### src/rtl/arbPkg.sv
package arbPkg;
  localparam int NUM_FIFO = 4;
  localparam int IDX_W    = $clog2(NUM_FIFO);
  localparam int NUM_SRC  = NUM_FIFO + 1;
  localparam int SINGLE_BIT = NUM_FIFO;

  typedef enum logic [1:0] {
    MODE_RR     = 2'b00,
    MODE_PRIO   = 2'b01,
    MODE_CUSTOM = 2'b10,
    MODE_RSVD   = 2'b11
  } arbMode_t;

  typedef enum logic {
    ST_IDLE  = 1'b0,
    ST_OWNED = 1'b1
  } arbState_t;

  typedef struct packed {
    logic loadGrant;
    logic clearGrant;
  } arbStrobes_t;
endpackage

### src/rtl/arbCtrl.sv
module arbCtrl
  import arbPkg::*;
(
  input  logic        clk,
  input  logic        rstN,
  input  logic        winValid,
  input  logic        busRelease,
  output arbStrobes_t strobes
);
  arbState_t state, stateNext;

  always_comb begin
    stateNext = state;
    strobes   = '0;
    case (state)
      ST_IDLE: begin
        if (winValid) begin
          strobes.loadGrant = 1'b1;
          stateNext = ST_OWNED;
        end
      end
      ST_OWNED: begin
        if (busRelease) begin
          strobes.clearGrant = 1'b1;
          stateNext = ST_IDLE;
        end
      end
      default: stateNext = ST_IDLE;
    endcase
  end

  always_ff @(posedge clk) begin
    if (!rstN) state <= ST_IDLE;
    else       state <= stateNext;
  end
endmodule

### src/rtl/arbDatapath.sv
module arbDatapath
  import arbPkg::*;
#(
  parameter int PRIO_W = 2
)(
  input  logic                       clk,
  input  logic                       rstN,
  input  logic [1:0]                 mode,
  input  logic                       singleReq,
  input  logic [NUM_FIFO-1:0]        fifoReq,
  input  logic [NUM_FIFO*PRIO_W-1:0] prio,
  input  logic [1:0]                 extSel,
  input  arbStrobes_t                strobes,
  output logic                       winValid,
  output logic [NUM_FIFO-1:0]        extReq,
  output logic [NUM_SRC-1:0]         grant
);
  logic [IDX_W-1:0]  rrPtr;
  logic [IDX_W-1:0]  rrIdx, prioIdx, custIdx, fifoIdx;
  logic              rrHit, prioHit, custHit, fifoHit;
  logic [PRIO_W-1:0] bestPrio;
  logic [NUM_SRC-1:0] winOneHot;
  logic              isCustom;

  assign isCustom = (arbMode_t'(mode) == MODE_CUSTOM);

  // request vector for outside logic, order reversed
  genvar g;
  generate
    for (g = 0; g < NUM_FIFO; g++) begin : gExtReq
      assign extReq[NUM_FIFO-1-g] = isCustom & fifoReq[g];
    end
  endgenerate

  // round robin search starting at the pointer
  always_comb begin
    rrHit = 1'b0;
    rrIdx = '0;
    for (int k = 0; k < NUM_FIFO; k++) begin
      logic [IDX_W-1:0] cand;
      cand = rrPtr + IDX_W'(k);
      if (!rrHit && fifoReq[cand]) begin
        rrHit = 1'b1;
        rrIdx = cand;
      end
    end
  end

  // priority search, strict compare keeps the lower index on ties
  always_comb begin
    prioHit  = 1'b0;
    prioIdx  = '0;
    bestPrio = '0;
    for (int i = 0; i < NUM_FIFO; i++) begin
      if (fifoReq[i] && (!prioHit || prio[i*PRIO_W +: PRIO_W] > bestPrio)) begin
        prioHit  = 1'b1;
        prioIdx  = IDX_W'(i);
        bestPrio = prio[i*PRIO_W +: PRIO_W];
      end
    end
  end

  // external select: code 0 names the last FIFO
  assign custIdx = IDX_W'(NUM_FIFO-1) - IDX_W'(extSel);
  assign custHit = fifoReq[custIdx];

  always_comb begin
    case (arbMode_t'(mode))
      MODE_PRIO:   begin fifoHit = prioHit; fifoIdx = prioIdx; end
      MODE_CUSTOM: begin fifoHit = custHit; fifoIdx = custIdx; end
      default:     begin fifoHit = rrHit;   fifoIdx = rrIdx;   end
    endcase
  end

  always_comb begin
    winOneHot = '0;
    if (singleReq)    winOneHot[SINGLE_BIT] = 1'b1;
    else if (fifoHit) winOneHot[fifoIdx]    = 1'b1;
  end

  assign winValid = singleReq | fifoHit;

  always_ff @(posedge clk) begin
    if (!rstN) begin
      grant <= '0;
      rrPtr <= '0;
    end else begin
      if (strobes.loadGrant) begin
        grant <= winOneHot;
        if (!singleReq) rrPtr <= fifoIdx + IDX_W'(1);
      end else if (strobes.clearGrant) begin
        grant <= '0;
      end
    end
  end
endmodule

### src/rtl/pciMasterArb.sv
module pciMasterArb #(
  parameter int PRIO_W = 2
)(
  input  logic                  clk,
  input  logic                  rstN,
  input  logic [1:0]            mode,
  input  logic                  singleReq,
  input  logic [3:0]            fifoReq,
  input  logic [4*PRIO_W-1:0]   prio,
  input  logic                  busRelease,
  input  logic [1:0]            extSel,
  output logic [3:0]            extReq,
  output logic [4:0]            grant,
  output logic                  grantValid
);
  arbPkg::arbStrobes_t strobes;
  logic winValid;

  arbCtrl uCtrl (
    .clk(clk), .rstN(rstN), .winValid(winValid),
    .busRelease(busRelease), .strobes(strobes)
  );

  arbDatapath #(.PRIO_W(PRIO_W)) uDp (
    .clk(clk), .rstN(rstN), .mode(mode), .singleReq(singleReq),
    .fifoReq(fifoReq), .prio(prio), .extSel(extSel), .strobes(strobes),
    .winValid(winValid), .extReq(extReq), .grant(grant)
  );

  assign grantValid = |grant;
endmodule

### config.mk
export PLATFORM = sky130hd
export DESIGN_NAME = pciMasterArb
export DESIGN_NICKNAME = d
export VERILOG_FILES = /design/src/rtl/arbPkg.sv /design/src/rtl/arbCtrl.sv /design/src/rtl/arbDatapath.sv /design/src/rtl/pciMasterArb.sv
export SDC_FILE = /design/constraint.sdc
export NUM_CORES = 1
export LEC_CHECK = 0
export BUFFER_PORTS_ARGS = -buffer_cell sky130_fd_sc_hd__buf_2
export CAP_MARGIN = 20
export CORE_MARGIN = 10
export CORE_UTILIZATION = 40
export CTS_BUF_LIST = sky130_fd_sc_hd__clkbuf_4
export CTS_CLUSTER_SIZE = 10
export DETAILED_ROUTE_END_ITERATION = 8
export GPL_TIMING_DRIVEN = 0
export PLACE_DENSITY = 0.64
export SYNTH_ARGS = -nofsm -noshare
export SYNTH_HDL_FRONTEND = slang
export SYNTH_SLANG_ARGS = --single-unit
### constraint.sdc
create_clock -name clk -period 10.23 [get_ports clk]
set_clock_uncertainty 0.15 [all_clocks]
set_input_delay 1.5345 -clock clk [delete_from_list [all_inputs] [get_ports clk]]
set_output_delay 1.5345 -clock clk [all_outputs]
set_load 0.03 [all_outputs]
==> flow_summary.ini <==
[run_status]
status = complete, no violations

[floorplanning]
die_h_um = 68.8
core_area_um2 = 2230
io_pins = 30
start_util_pct = 42.6
die_area_um2 = 4730
row_count = 17
die_x_um = 68.8

[synthesis]
yosysSeqAreaShare_pct = 16.8
yosys_warnings = 0
synth_edf_count = 0
synth_fp_nets = 148
synth_top_flop_cell = dfxtp_1
async_reset_ff_share_pct = 0
synth.cell_area_um2 = 951
syn_inst = 116
synthDistinctLibCells = 33
post_synth.cell_area_avg_um2 = 8.20
yosys_register_bits = 8

[route]
ant_nets = 0
drtPass1Iterations = 5
vias_per_cell = 5.17
vias = 905
wirelength_um = 2210
drtIter0Drc = 22
drc = 0
wire_per_inst_um = 12.6

[global_routing]
grt_max_degree = 11
grt_usage_pct = 9.42
grt_overflow_total = 0
grt_pass1_wl_um = 3610
first_global_vias = 886
antenna_found_initial = 0

[pwr]
power_density_nw_per_um2 = 100
vdd.ir_drop.worst_uv = 60.4
total_power_mw = 0.115
power_leakage_nw = 0.604

[timing]
drv_slew = 0
tightest_slew_ns = 0.459
layout_setup_ws_ns = 4.50
period_minus_slack_ns = 5.73
fin_tns_setup_ns = 0
finalSetupViolCount = 0
post-route-period-util_pct = 56.0
hold_viol = 0
max_freq_mhz = 174
rsz0062_at_grt = no
slew_headroom_pct = 69.1

[critical_path]
critPathArrivalTime_ns = 5.73
criticalPathCategory = in -> reg
cp.required_ns = 10.23
crit_chain = buf_2, buf_4, nand2_1, ha_1, nor2b_1, o311ai_4, mux2_2, ha_1, nor2b_1, a2bb2oi_1, o21ai_0, mux2_2, ha_1, nand2_1, o211ai_1, nand2_1, o41ai_2, inv_1, ha_1, nand2_1, mux2i_1
cp_slowest_cell = mux2_2
critical_path.max_stage_delay_ns = 0.39
end_kind = flop
startpoint_type = primary input
reg2reg_slack_ns = 8.34
critPathMaxFanout = 10

[cts]
cts_tree = built
root_buffer = clkbuf_4
cts_max_level = 1
post_cts_resized = 0
cts_setup_buffers = 0
clock-sinks = 8
clk-insertion-delay-late_ns = 0.25
cts_buffers = 3
clk_pin_slew_worst_paths_ns = 0.05
cts_hold_buf = 0
max-clock-path-buffers = 2

[final_layout]
final_cell_mix = buf_2, nand2_1, ha_1
area_delta_synth_final_pct = 20.8
layout.nets = 181
drive_above_1_share_pct = 33.3
nFillCells = 214
fin_cells = 175
diodes = 0
final_common_cell = buf_2
fin_util_pct = 51.4

[placed_design]
dp_hpwl_um = 1860
dp_cells = 172
dpl_worst_slack_ns = 4.22
port_buffers = 28
place.gp.congestion = 0.827

[worst_hold_path]
hold_path.class = reg -> reg

[run]
max_cap_violations = 0
==> final cells by class <==
class / count / area [um^2] / share of cell area [%]
multi-input cells: 93 / 716 / 62.3
flip-flops and latches: 8 / 160 / 13.9
repair buffers: 28 / 140 / 12.2
inverters: 12 / 45.0 / 3.92
well taps: 28 / 35.0 / 3.05
plain buffers: 3 / 30.0 / 2.61
clock buffers: 3 / 22.5 / 1.96
==> cells in the mapped netlist, types with 3 or more instances <==
library cell,instances,area [um^2]
nor2b_1,6,37.5
o21ai_0,4,20.0
and2_1,4,25.0
a21oi_1,4,20.0
ha_1,12,150
nor3_1,4,20.0
mux2_2,3,33.8
nand2_1,21,78.8
nor2_1,5,18.8
mux2i_1,7,70.1
dfxtp_1,8,160
inv_1,11,41.3
==> state kept, by name, summed over array words and instances (netlist names) <==
register / flops
uDp.rrPtr: 2
uDp.grant: 5
uCtrl.state: 1
==> per-layer routing <==
layer  global-route usage, %  part of all wire, %  wire length [um]
met4                    3.69                 0.95                21
met5                       0                    0                 0
met3                    2.74                  5.9               131
met2                    14.9                   45               990
met1                    11.8                   48              1070
==> cells by family after synthesis <==
kind of cell / count (synthesis) / share of synthesized area (%)
mux: 10 / 10.9
fa+ha+maj: 12 / 15.8
simple gates: 47 / 25.0
flops: 8 / 16.8
buf+inv: 15 / 7.89
compound gates: 24 / 23.6
==> final timing paths <==
path,from,endpoint,cells after the start
setup reg to reg,uDp.rrPtr[1],uDp.rrPtr[1],8
hold reg to reg,uDp.grant[0],uDp.grant[0],2
hold / removal,uDp.grant[0],uDp.grant[0],2
setup / recovery,fifoReq[0],uDp.rrPtr[1],21
==> metrics by stage <==
| step | area, um^2 | hold slack [ns] |
|---|---|---|
| CTS | 1150 | 0.332 |
| floorplan | 951 | 0.348 |
| global route | 1150 | 0.354 |
| global placement | 1130 | 0.311 |
| finish | 1150 | 0.329 |
| detailed placement | 1130 | 0.325 |
==> where the power goes <==
| group | switching (mW) | leakage (nW) | internal (mW) |
|---|---|---|---|
| Combinational | 0.0301 | 0.525 | 0.0247 |
| Clock | 0.0106 | 0.0138 | 0.0134 |
| Sequential | 0.00269 | 0.0654 | 0.0334 |
| Total | 0.0434 | 0.604 | 0.0714 |
==> critical path, delay by kind of cell <==
kind / cells / cell delay, ns
compound gates: 5 / 1.25
fa+ha+maj: 4 / 1.17
buf+inv: 3 / 0.36
mux: 3 / 0.83
simple gates: 6 / 0.58
Power figures use the tool's default switching activity.
